`src/rtl/msgchan_pkg.sv`:
```
package msgchan_pkg;

    typedef enum logic [1:0] {
        CH_EMPTY        = 2'd0,
        CH_HELD         = 2'd1,
        CH_READER_WAIT  = 2'd2,
        CH_WRITERS_WAIT = 2'd3
    } ch_state_t;

endpackage

```
`src/rtl/msgchan_wq.sv`:
```
module msgchan_wq #(
    parameter int DEPTH = 2,
    parameter int W     = 12
) (
    input  logic                           clk,
    input  logic                           rst_n,
    input  logic                           push,
    input  logic [W-1:0]                   push_word,
    input  logic                           pop,
    output logic [W-1:0]                   head_word,
    output logic [$clog2(DEPTH+1)-1:0]     cnt,
    output logic                           full
);
    localparam int PW = (DEPTH > 1) ? $clog2(DEPTH) : 1;
    localparam int CW = $clog2(DEPTH + 1);

    logic [W-1:0]  mem [DEPTH];
    logic [PW-1:0] rd_ptr, wr_ptr;

    function automatic logic [PW-1:0] bump(input logic [PW-1:0] p);
        return (p == PW'(DEPTH - 1)) ? '0 : p + 1'b1;
    endfunction

    always_ff @(posedge clk or negedge rst_n) begin
        if (!rst_n) begin
            rd_ptr <= '0;
            wr_ptr <= '0;
            cnt    <= '0;
        end else begin
            if (push) wr_ptr <= bump(wr_ptr);
            if (pop)  rd_ptr <= bump(rd_ptr);
            if (push && !pop)      cnt <= cnt + CW'(1);
            else if (pop && !push) cnt <= cnt - CW'(1);
        end
    end

    always_ff @(posedge clk) begin
        if (push) mem[wr_ptr] <= push_word;
    end

    assign head_word = mem[rd_ptr];
    assign full      = (cnt == CW'(DEPTH));

    p_no_push_full_r8: assert property (@(posedge clk) disable iff (!rst_n)
        full |-> !push);
    p_no_pop_empty_r6: assert property (@(posedge clk) disable iff (!rst_n)
        (cnt == '0) |-> !pop);

endmodule

```
`src/rtl/msgchan_slot.sv`:
```
module msgchan_slot
    import msgchan_pkg::*;
#(
    parameter int DATA_W   = 8,
    parameter int TID_W    = 4,
    parameter int WQ_DEPTH = 2
) (
    input  logic              clk,
    input  logic              rst_n,
    input  logic              sel,
    input  logic              is_out,
    input  logic [TID_W-1:0]  tid,
    input  logic [DATA_W-1:0] data,
    output logic              o_done,
    output logic              o_blocked,
    output logic              o_err,
    output logic [DATA_W-1:0] o_rdata,
    output logic              o_wake,
    output logic [TID_W-1:0]  o_wake_tid,
    output logic [DATA_W-1:0] o_wake_data,
    output logic              full,
    output logic              waiter
);
    localparam int WW = TID_W + DATA_W;
    localparam int CW = $clog2(WQ_DEPTH + 1);

    ch_state_t         st, st_nx;
    logic [DATA_W-1:0] held, held_nx;
    logic [TID_W-1:0]  rd_tid, rd_tid_nx;

    logic              wq_push, wq_pop, wq_full;
    logic [WW-1:0]     wq_head;
    logic [CW-1:0]     wq_cnt;
    logic [TID_W-1:0]  head_tid;
    logic [DATA_W-1:0] head_data;

    assign head_tid  = wq_head[WW-1:DATA_W];
    assign head_data = wq_head[DATA_W-1:0];

    msgchan_wq #(.DEPTH(WQ_DEPTH), .W(WW)) u_wq (
        .clk       (clk),
        .rst_n     (rst_n),
        .push      (wq_push),
        .push_word ({tid, data}),
        .pop       (wq_pop),
        .head_word (wq_head),
        .cnt       (wq_cnt),
        .full      (wq_full)
    );

    // state register
    always_ff @(posedge clk or negedge rst_n) begin
        if (!rst_n) begin
            st     <= CH_EMPTY;
            held   <= '0;
            rd_tid <= '0;
        end else begin
            st     <= st_nx;
            held   <= held_nx;
            rd_tid <= rd_tid_nx;
        end
    end

    // next state
    always_comb begin
        st_nx     = st;
        held_nx   = held;
        rd_tid_nx = rd_tid;
        wq_push   = 1'b0;
        wq_pop    = 1'b0;
        if (sel) begin
            unique case (st)
                CH_EMPTY: begin
                    if (is_out) begin
                        st_nx   = CH_HELD;
                        held_nx = data;
                    end else begin
                        st_nx     = CH_READER_WAIT;
                        rd_tid_nx = tid;
                    end
                end
                CH_READER_WAIT: begin
                    if (is_out) st_nx = CH_EMPTY;
                end
                CH_HELD: begin
                    if (is_out) begin
                        wq_push = 1'b1;
                        st_nx   = CH_WRITERS_WAIT;
                    end else begin
                        st_nx = CH_EMPTY;
                    end
                end
                CH_WRITERS_WAIT: begin
                    if (is_out) begin
                        wq_push = !wq_full;
                    end else begin
                        wq_pop  = 1'b1;
                        held_nx = head_data;
                        if (wq_cnt == CW'(1)) st_nx = CH_HELD;
                    end
                end
            endcase
        end
    end

    // outputs
    always_comb begin
        o_done      = 1'b0;
        o_blocked   = 1'b0;
        o_err       = 1'b0;
        o_rdata     = '0;
        o_wake      = 1'b0;
        o_wake_tid  = '0;
        o_wake_data = '0;
        if (sel) begin
            unique case (st)
                CH_EMPTY: begin
                    o_done    = is_out;
                    o_blocked = !is_out;
                end
                CH_READER_WAIT: begin
                    if (is_out) begin
                        o_done      = 1'b1;
                        o_wake      = 1'b1;
                        o_wake_tid  = rd_tid;
                        o_wake_data = data;
                    end else begin
                        o_err = 1'b1;
                    end
                end
                CH_HELD: begin
                    if (is_out) begin
                        o_blocked = 1'b1;
                    end else begin
                        o_done  = 1'b1;
                        o_rdata = held;
                    end
                end
                CH_WRITERS_WAIT: begin
                    if (is_out) begin
                        o_err     = wq_full;
                        o_blocked = !wq_full;
                    end else begin
                        o_done     = 1'b1;
                        o_rdata    = held;
                        o_wake     = 1'b1;
                        o_wake_tid = head_tid;
                    end
                end
            endcase
        end
    end

    assign full   = (st == CH_HELD) || (st == CH_WRITERS_WAIT);
    assign waiter = (st == CH_READER_WAIT) || (st == CH_WRITERS_WAIT);

    p_fill_r1: assert property (@(posedge clk) disable iff (!rst_n)
        (sel && is_out && st == CH_EMPTY) |=> (st == CH_HELD && held == $past(data)));
    p_writer_blocks_r2: assert property (@(posedge clk) disable iff (!rst_n)
        (sel && is_out && st == CH_HELD) |=> (st == CH_WRITERS_WAIT && $stable(held)));
    p_release_r3: assert property (@(posedge clk) disable iff (!rst_n)
        (sel && !is_out && st == CH_HELD) |=> (st == CH_EMPTY));
    p_reader_rec_r4: assert property (@(posedge clk) disable iff (!rst_n)
        (sel && !is_out && st == CH_EMPTY) |=> (st == CH_READER_WAIT && rd_tid == $past(tid)));
    p_handoff_r5: assert property (@(posedge clk) disable iff (!rst_n)
        (sel && is_out && st == CH_READER_WAIT) |=> (st == CH_EMPTY));
    p_refill_r6: assert property (@(posedge clk) disable iff (!rst_n)
        (sel && !is_out && st == CH_WRITERS_WAIT) |=> full);
    p_reader_twice_r8: assert property (@(posedge clk) disable iff (!rst_n)
        (sel && !is_out && st == CH_READER_WAIT) |=> (st == CH_READER_WAIT && $stable(rd_tid)));

endmodule

```
`src/rtl/msgchan_bank.sv`:
```
module msgchan_bank #(
    parameter int NUM_CH   = 4,
    parameter int DATA_W   = 8,
    parameter int TID_W    = 4,
    parameter int WQ_DEPTH = 2,
    localparam int CH_W    = $clog2(NUM_CH) + 1
) (
    input  logic              clk,
    input  logic              rst_n,
    input  logic              req_valid,
    input  logic              req_out,
    input  logic [CH_W-1:0]   req_ch,
    input  logic [TID_W-1:0]  req_tid,
    input  logic [DATA_W-1:0] req_data,
    output logic              resp_valid,
    output logic              resp_done,
    output logic              resp_blocked,
    output logic              resp_err,
    output logic [DATA_W-1:0] resp_data,
    output logic              wake_valid,
    output logic [TID_W-1:0]  wake_tid,
    output logic [DATA_W-1:0] wake_data,
    output logic [NUM_CH-1:0] ch_full,
    output logic [NUM_CH-1:0] ch_waiter
);
    logic                           idx_ok;
    logic [NUM_CH-1:0]              sel, s_done, s_blk, s_err, s_wake;
    logic [NUM_CH-1:0][DATA_W-1:0]  s_rdata, s_wdata;
    logic [NUM_CH-1:0][TID_W-1:0]   s_wtid;

    logic              any_done, any_blk, any_err, any_wake;
    logic [DATA_W-1:0] mux_rdata, mux_wdata;
    logic [TID_W-1:0]  mux_wtid;

    assign idx_ok = (req_ch < CH_W'(NUM_CH));

    for (genvar i = 0; i < NUM_CH; i++) begin : g_ch
        assign sel[i] = req_valid && idx_ok && (req_ch == CH_W'(i));
        msgchan_slot #(.DATA_W(DATA_W), .TID_W(TID_W), .WQ_DEPTH(WQ_DEPTH)) u_slot (
            .clk         (clk),
            .rst_n       (rst_n),
            .sel         (sel[i]),
            .is_out      (req_out),
            .tid         (req_tid),
            .data        (req_data),
            .o_done      (s_done[i]),
            .o_blocked   (s_blk[i]),
            .o_err       (s_err[i]),
            .o_rdata     (s_rdata[i]),
            .o_wake      (s_wake[i]),
            .o_wake_tid  (s_wtid[i]),
            .o_wake_data (s_wdata[i]),
            .full        (ch_full[i]),
            .waiter      (ch_waiter[i])
        );
    end

    // unselected slots drive zeros, so an OR merge picks the active one
    always_comb begin
        any_done  = |s_done;
        any_blk   = |s_blk;
        any_err   = |s_err;
        any_wake  = |s_wake;
        mux_rdata = '0;
        mux_wdata = '0;
        mux_wtid  = '0;
        for (int i = 0; i < NUM_CH; i++) begin
            mux_rdata = mux_rdata | s_rdata[i];
            mux_wdata = mux_wdata | s_wdata[i];
            mux_wtid  = mux_wtid  | s_wtid[i];
        end
    end

    always_ff @(posedge clk or negedge rst_n) begin
        if (!rst_n) begin
            resp_valid   <= 1'b0;
            resp_done    <= 1'b0;
            resp_blocked <= 1'b0;
            resp_err     <= 1'b0;
            resp_data    <= '0;
            wake_valid   <= 1'b0;
            wake_tid     <= '0;
            wake_data    <= '0;
        end else begin
            resp_valid   <= req_valid;
            resp_done    <= any_done;
            resp_blocked <= any_blk;
            resp_err     <= req_valid && (!idx_ok || any_err);
            resp_data    <= mux_rdata;
            wake_valid   <= any_wake;
            wake_tid     <= mux_wtid;
            wake_data    <= mux_wdata;
        end
    end

    p_one_outcome_r9: assert property (@(posedge clk) disable iff (!rst_n)
        resp_valid |-> ($countones({resp_done, resp_blocked, resp_err}) == 1));
    p_idle_silent_r9: assert property (@(posedge clk) disable iff (!rst_n)
        !resp_valid |-> !(resp_done || resp_blocked || resp_err || wake_valid));
    p_wake_done_r9: assert property (@(posedge clk) disable iff (!rst_n)
        wake_valid |-> resp_done);
    p_err_frozen_r7: assert property (@(posedge clk) disable iff (!rst_n)
        resp_err |-> ($stable(ch_full) && $stable(ch_waiter)));
    p_one_select_r9: assert property (@(posedge clk) disable iff (!rst_n)
        $onehot0(sel));

endmodule

```
`config.mk`:
```
export PLATFORM = sky130hd
export DESIGN_NAME = msgchan_bank
export DESIGN_NICKNAME = d
export VERILOG_FILES = /design/src/rtl/msgchan_pkg.sv /design/src/rtl/msgchan_wq.sv /design/src/rtl/msgchan_slot.sv /design/src/rtl/msgchan_bank.sv
export SDC_FILE = /design/constraint.sdc
export NUM_CORES = 1
export LEC_CHECK = 0
export ABC_AREA = 1
export ABC_CLOCK_PERIOD_IN_PS = 2200
export BUFFER_PORTS_ARGS = -buffer_cell sky130_fd_sc_hd__buf_2
export CAP_MARGIN = 0
export CORE_MARGIN = 4
export CORE_UTILIZATION = 61
export CTS_CLUSTER_DIAMETER = 150
export DETAILED_ROUTE_END_ITERATION = 7
export PLACE_DENSITY_LB_ADDON = 0.25
export SLEW_MARGIN = 15
export SYNTH_ARGS = -nofsm -noshare
export SYNTH_HDL_FRONTEND = slang
export SYNTH_HIERARCHICAL = 1
export SYNTH_SLANG_ARGS = --single-unit
```
`constraint.sdc`:
```
create_clock -name clk -period 2.2 [get_ports clk]
set_input_delay 0.22 -clock clk [delete_from_list [all_inputs] [get_ports clk]]
set_output_delay 0.22 -clock clk [all_outputs]
set_load 0.02 [all_outputs]
```
# Word level (Yosys, flattened, before mapping)
# Memories as Yosys holds them, arrays and structs flattened.
# Index checks and enable logic that the tools add are counted.
[word_totals] latch_bits=0 romBits=0 mem_bits_rw=96 reg_bits=97 inputBits=19 out_inout_bits=33 n_memories=4 elab_cells=315
[op_classes] div_mod_pow=0 mux=143 n_addsub=16 mul=0 bitwise=10 n_reduce_logical=70 n_shift=0 order_cmp=1 eq_ne=39
[memory_table] memory="g_ch[0].u_slot.u_wq.mem" words=2 word_bits=12 read_ports=1 rd_ports_with_merged_regs=0 wr=1 line="msgchan_wq.sv:17" source="logic [W-1:0] mem [DEPTH];"
[memory_table] memory="g_ch[1].u_slot.u_wq.mem" words=2 word_bits=12 read_ports=1 rd_ports_with_merged_regs=0 wr=1 line="msgchan_wq.sv:17"
[memory_table] memory="g_ch[2].u_slot.u_wq.mem" words=2 word_bits=12 read_ports=1 rd_ports_with_merged_regs=0 wr=1 line="msgchan_wq.sv:17"
[memory_table] memory="g_ch[3].u_slot.u_wq.mem" words=2 word_bits=12 read_ports=1 rd_ports_with_merged_regs=0 wr=1 line="msgchan_wq.sv:17"
[op_table] op="8-bit two-way mux" count=26
[op_table] op="8-bit case mux with 2 select lines" count=4
[op_table] op="1-bit two-way mux" count=54
[op_table] op="4-bit two-way mux" count=12
[op_table] op="8-bit OR" count=6
[op_table] op="2-bit two-way mux" count=19
[op_table] op="2-bit case mux with 4 select lines" count=4
[op_table] op="4-bit case mux with 2 select lines" count=4
[op_table] op="4-bit AND reduction" count=8
[op_table] op="2-bit == test (second input constant)" count=12
[op_table] op="2-bit inequality test (second input constant)" count=12
[op_table] op="1-bit case mux with 2 select lines" count=12
[op_table] op="1-bit case mux with 3 select lines" count=8
[op_table] op="2-bit by 1-bit == test with 1-bit output (second input constant)" count=8
[op_table] op="2-bit nonzero test" count=8
[op_table] op="4-bit OR reduction" count=4
[op_table] op="1-bit logical AND" count=14
[op_table] op="1-bit logical NOT" count=14
[op_table] op="4-bit OR" count=3
[op_table] op="3-bit AND reduction" count=4
[op_table] op="1-bit logical OR" count=9
[op_table] op="1-bit adder (second input constant)" count=8
[op_table] op="2-bit by 1-bit adder with 2-bit output (second input constant)" count=4
[op_table] op="2-bit logical NOT" count=4
[op_table] op="other kinds (8)" count=18

# Longest topological paths before layout
[depth] depth_word=9 mapped_depth=14 depth_no_buf=14

# By module
# The synthesis kept the hierarchy.
[by_module_without_submodules] module="msgchan_wq" cells_per_inst=61 seq_area_each_um2=820.8 area_per_inst_um2=1103.6 instances=4
[by_module_without_submodules] module="msgchan_slot" cells_per_inst=148 seq_area_each_um2=350.3 area_per_inst_um2=972.2 instances=4
[by_module_without_submodules] module="msgchan_bank" cells_per_inst=107 seq_area_each_um2=625.6 area_per_inst_um2=939.7 instances=1

# Least setup slack after synthesis
# No wires, ideal clock.
[synth_timing] kind="input -> register" startpoint="in req_ch[2]" endpoint="mem g_ch[1].u_slot.u_wq.mem[0][0], enable pin" required_ns=1.820 stages=7 path_buffers=0 setup_time_ns=0.380 path_slack_ns=-0.104 t_arrival_ns=1.924 cell_sequence="inv_1 -> nand2_1 -> nor3_1 -> inv_2 -> a211oi_1 -> inv_1 -> nor2_1"
[synth_via] elab_chain_len=6 elab_cells_between_ends=7 classes_between="1 x order compare; 1 x eq/ne; 3 x mux; 2 x reduce/logical"
[synth_lines] element="from (decl)" line="msgchan_bank.sv:12" source="input logic [CH_W-1:0] req_ch,"
[synth_lines] element="3-bit less-than comparator" line="msgchan_bank.sv:35" source="assign idx_ok = (req_ch < CH_W'(NUM_CH));"
[synth_lines] element="1-bit logical AND" line="msgchan_bank.sv:38" source="assign sel[i] = req_valid && idx_ok && (req_ch == CH_W'(i));"
[synth_lines] element="1-bit logical AND (*)" line="msgchan_bank.sv:38"
[synth_lines] element="via sel[1]" line="msgchan_bank.sv:27" source="logic [NUM_CH-1:0] sel, s_done, s_blk, s_err, s_wake;"
[synth_lines] element="1-bit two-way mux (*)" line="msgchan_slot.sv:71" source="if (sel) begin"
[synth_lines] element="via g_ch[1].u_slot.wq_push" line="msgchan_slot.sv:31" source="logic wq_push, wq_pop, wq_full;"
[synth_lines] element="1-bit two-way mux (*)" line="msgchan_wq.sv:38" source="if (push) mem[wr_ptr] <= push_word;"
[synth_lines] element="1-bit two-way mux (not written as such) (*)" line="msgchan_wq.sv:38"
[synth_lines] element="to (decl)" line="msgchan_wq.sv:17"
# The timed path passes the listed nets; every way through them passes the cells marked *.

# Worst setup path after layout
[layout_timing] startpoint="in req_valid" endpoint="reg g_ch[2].u_slot.u_wq.cnt[1]"
[layout_via] elab_chain_len=6 elab_cells_between_ends=10 classes_between="3 x mux; 7 x reduce/logical"
[layout_lines] element="from (decl)" line="msgchan_bank.sv:10" source="input logic req_valid,"
[layout_lines] element="1-bit logical AND (*) (2 in series)" line="msgchan_bank.sv:38"
[layout_lines] element="via sel[2]" line="msgchan_bank.sv:27"
[layout_lines] element="1-bit two-way mux (*)" line="msgchan_slot.sv:71"
[layout_lines] element="via g_ch[2].u_slot.wq_pop" line="msgchan_slot.sv:31"
[layout_lines] element="1-bit logical NOT" line="msgchan_wq.sv:32" source="if (push && !pop) cnt <= cnt + CW'(1);"
[layout_lines] element="1-bit logical AND" line="msgchan_wq.sv:32"
[layout_lines] element="2-bit two-way mux / 2-bit nonzero test (equally long branches)"
[layout_lines] element="to (signal assigned)" line="msgchan_wq.sv:32"
[layout_lines] element="to (signal assigned)" line="msgchan_wq.sv:33" source="else if (pop && !push) cnt <= cnt - CW'(1);"
[layout_lines] element="to (decl)" line="msgchan_wq.sv:11" source="output logic [$clog2(DEPTH+1)-1:0] cnt,"
# Marked as above.
# A chain may end at the register's enable or synchronous reset.

==> flow_summary_export.csv <==
group,metric,value,unit
place,portBuffers,51,
worst_setup_path,cp_max_fo,10,
sta,period_needed,2.114,ns
power_and_ir_drop,power,10.82,mW
place,gp_congestion,0.8543,
drt,wire_per_inst,17.30,µm
sta,hold_violations,0,
drt,drt-vias-per-instance,5.520,
die,ios,52,
power_and_ir_drop,p_int,7.320,mW
die,start_util,0.6288,
synth,yosysUniqueCellTypes,27,
synth,syn_inst,943,
synth,synth-compound-area-share,0.02058,
clock_network,cts.clk_slew.worst_paths,0.06,ns
die,num_rows,44,
place,hpwlAfterDp,14.61,mm
sta,slew_headroom,0.6010,
worst_setup_path,cp_top_family,"buffers and inverters",
synth,synth.top_cell.area_share,0.3119,
sta,fmax,473.0,MHz
synth,yosys_warnings,6,
drt,drt_iter0_drc,702,
final_layout,n_antenna_cell,0,
synth,synth_most_common_cell,"nand2_1",
final_layout,area_growth,14.48,%
power_and_ir_drop,power.density,1022,nW/µm²
final_layout,layout.nets,1057,
synth,synth-edff-count,96,
power_and_ir_drop,p_leak,5.022,nW
synth,synthSimpleGateAreaFrac,0.2614,
synth,synth_area_per_cell,9.801,µm²
power_and_ir_drop,swShare,0.3233,
synth,yosysSeqAreaShare,0.5745,
die,fp.dieH,131.1,µm
synth,muxShareOfSynthArea,0.07310,
die,core,14700,µm²
power_and_ir_drop,p_sw,3.498,mW
clock_network,cts_tree,"done",
power_and_ir_drop,clkPwrFrac,0.297,
clock_network,cts.sinks,193,
synth,synth_seq_cells,193,
clock_network,clockBufferDepth,2,
global_route,grtUsageTotal,0.2661,
worst_setup_path,crit_buf_inv,6,
sta,setup_ws,0.08597,ns
synth,synthFlopType,"dfrtp_1",
clock_network,htree_levels,4,
drt,antenna_left,0,
worst_setup_path,criticalPathCategory,"primary input to register",
min_path,holdPathEnd,"resp_err",
run,max-cap-violations,0,
synth,synth_top_family_by_area,"simple AND/OR/NAND/NOR gates",
final_layout,final_util,0.7199,
worst_setup_path,timing.rr.end,"g_ch[3].u_slot/u_wq/cnt[1]",
synth,synthXorXnorAreaFrac,0.01137,
power_and_ir_drop,power_frac_comb,0.261,
sta,finClkSkew,0.005759,ns
status,status,"complete, no violations",
power_and_ir_drop,pwr-share-seq,0.442,
global_route,grt_overflow,0,
sta,setup_viol,0,
clock_network,ctsRootBufferMaster,"clkbuf_16",
clock_network,cts_buffers,17,
global_route,grt_pass1_wl,34.22,mm
synth,async_flop_share,0.5026,
drt,wl,21.29,mm
sta,worstMarginPinSlew,0.5963,ns
final_layout,nFillCells,1041,
worst_setup_path,cpPeakStageDelay,0.52,ns
place,dpl_worst_slack,0.1430,ns
synth,synth.area.top_cells,"edfxtp_1 (31%), dfrtp_1 (26%), nand2_1 (12%)",
final_layout,multiInputGateArea,3457,µm²
worst_setup_path,regToRegSetupSlack,0.33,ns
worst_setup_path,required,2.52,ns
drt,drc,0,
die,dieWidth,131.1,µm
drt,via_count,6795,
min_path,hold_path_depth,5,
global_route,grt_max_degree,39,
worst_setup_path,startpoint_type,"primary input",
synth,synth_fa_ha_area_frac,0.005415,
place,place_area,9933,µm²
worst_setup_path,cp_slowest_cell,"dlygate4sd3_1",
sta,fin_crit_sh,0.9609,
drt,first_pass_iters,5,
final_layout,final_cells,1231,
global_route,antenna_found_initial,0,
clock_network,insertion_delay,0.43,ns
synth,syn_area,9243,µm²
min_path,worstHoldStart,"req_ch[2]",
synth,yosys.area.top_type,"edfxtp_1",
worst_setup_path,crit_chain,"dlygate4sd3_1 > buf_2 > nand2_1 > nor3_1 > inv_2 > nor2_4 > nand2_4 > inv_1 > inv_1 > ha_1 > inv_1 > nand3_1 > nand2_1 > nand2_1",
place,dp_cells,1197,
synth,synthTopCellsByCount,"nand2_1 (289), nor2_1 (108), dfrtp_1 (97)",
synth,synth_nets,966,
worst_setup_path,crit_cells,14,
sta,slew_viol_final,0,
final_layout,seq_area,5310,µm²
min_path,hold_class,"primary input to register",
final_layout,final_layout_size_suffix_gt1_frac,0.1958,
worst_setup_path,cp.arrival,2.44,ns
clock_network,postCtsSetupBuffers,0,
worst_setup_path,end_kind,"register",
worst_setup_path,ff2ff_path_depth,10,
global_route,grt_pass1_vias,6578,
power_and_ir_drop,ir_drop,0.5998,mV
die,die_area,17180,µm²
final_layout,final_area,10580,µm²
==> layer usage <==
| layer | vias to the layer above | GRT usage | wire [µm] |
|---|---|---|---|
| met5 | - | 0 | 0 |
| met4 | 0 | 0.09316 | 401 |
| met3 | 39 | 0.05186 | 1790 |
| met2 | 332 | 0.4167 | 9895 |
| met1 | 3164 | 0.3761 | 9203 |
| li1 | 3260 | - | - |
==> what timing repair did <==
item                       in CTS  in global routing
hold buffers                    2                  0
setup endpoints to repair       0                  2
resized for setup               0                  2
hold endpoints to repair       23                  0
==> through the flow <==
| stage | hold WS, ns | setup TNS, ns |
|---|---|---|
| floorplan | -0.07559 | 0 |
| global route | 0.1290 | -0.006776 |
| CTS | 0.08719 | 0 |
| detailed placement | 0.1689 | 0 |
| global placement | 0.1680 | 0 |
| finish | 0.09866 | 0 |
==> cell families (layout without fill, tap and decap cells) <==
logic type | after synthesis | after routing
AND/OR/NAND/NOR | 538 | 538
flip-flops | 193 | 193
buffers and inverters | 112 | 216
multiplexers | 48 | 48
AO/OA/AOI/OAI | 36 | 36
XOR/XNOR | 12 | 12
adder cells (fa/ha/maj) | 4 | 4
==> layout by cell type (no fill, tap or decap), types with 8 or more instances in the layout <==
cell type / synthesis / layout
a21oi_1: 16 / 16
buf_2: 4 / 50
buf_4: 4 / 36
clkbuf_16: 0 / 17
dfrtp_1: 97 / 97
edfxtp_1: 96 / 96
inv_1: 84 / 84
inv_2: 8 / 8
mux2_2: 12 / 12
mux2_4: 36 / 36
nand2_1: 289 / 289
nand2_2: 8 / 8
nand2_4: 12 / 12
nand3_1: 57 / 57
nand4_1: 20 / 20
nor2_1: 108 / 104
nor3b_1: 32 / 32
o21ai_0: 16 / 16
xor2_1: 8 / 8
==> power groups by stage <==
stage                     Combinational, mW  Sequential (mW)  Clock, mW
final                                  2.82             4.78       3.22
after global routing                   3.12             4.84       3.41
after CTS                              2.80             4.77       3.25
after detailed placement               2.76             4.83          0
after global placement                 2.68             4.82          0
after floorplan                        2.11             4.73          0
==> area by class of cell <==
type	count	area share
Multi-Input combinational cell	638	0.3267
Clock buffer	19	0.04091
Sequential cell	193	0.5018
Clock inverter	13	0.01750
Timing Repair Buffer	92	0.05865
Inverter	92	0.03264
Tap cell	184	0.02176
==> worst max-delay path by stage <==
stage | startpoint | to
3_3_place_gp | req_ch[2] | g_ch[3].u_slot/u_wq/cnt[1]
6_report | req_valid | g_ch[2].u_slot/u_wq/cnt[1]
3_5_place_dp | req_ch[2] | g_ch[0].u_slot/u_wq/cnt[1]
4_1_cts | req_valid | g_ch[0].u_slot/u_wq/cnt[1]
5_1_grt | req_valid | g_ch[2].u_slot/u_wq/cnt[1]
2_1_floorplan | req_ch[2] | g_ch[1].u_slot/u_wq/mem[0][0]
==> worst register-to-register path, delay by kind of cell, from the launching register on <==
kind | cells | cell delay [ns]
flip-flops | 1 | 0.47
adder cells (fa/ha/maj) | 1 | 0.29
buffers and inverters | 4 | 0.47
AND/OR/NAND/NOR | 5 | 0.52
==> sequential cells by signal (all words and copies together), names as in the netlist, 4 cells and up, named ones only <==
signal and count:
g_ch.u_slot/held 32, g_ch.u_slot/rd_tid 16, g_ch.u_slot/st 4, g_ch.u_slot/u_wq/cnt 8, g_ch.u_slot/u_wq/mem 96, g_ch.u_slot/u_wq/rd_ptr 4, g_ch.u_slot/u_wq/wr_ptr 4, resp_data 8
wake_data 8, wake_tid 4
Power figures use the tool's default switching activity.
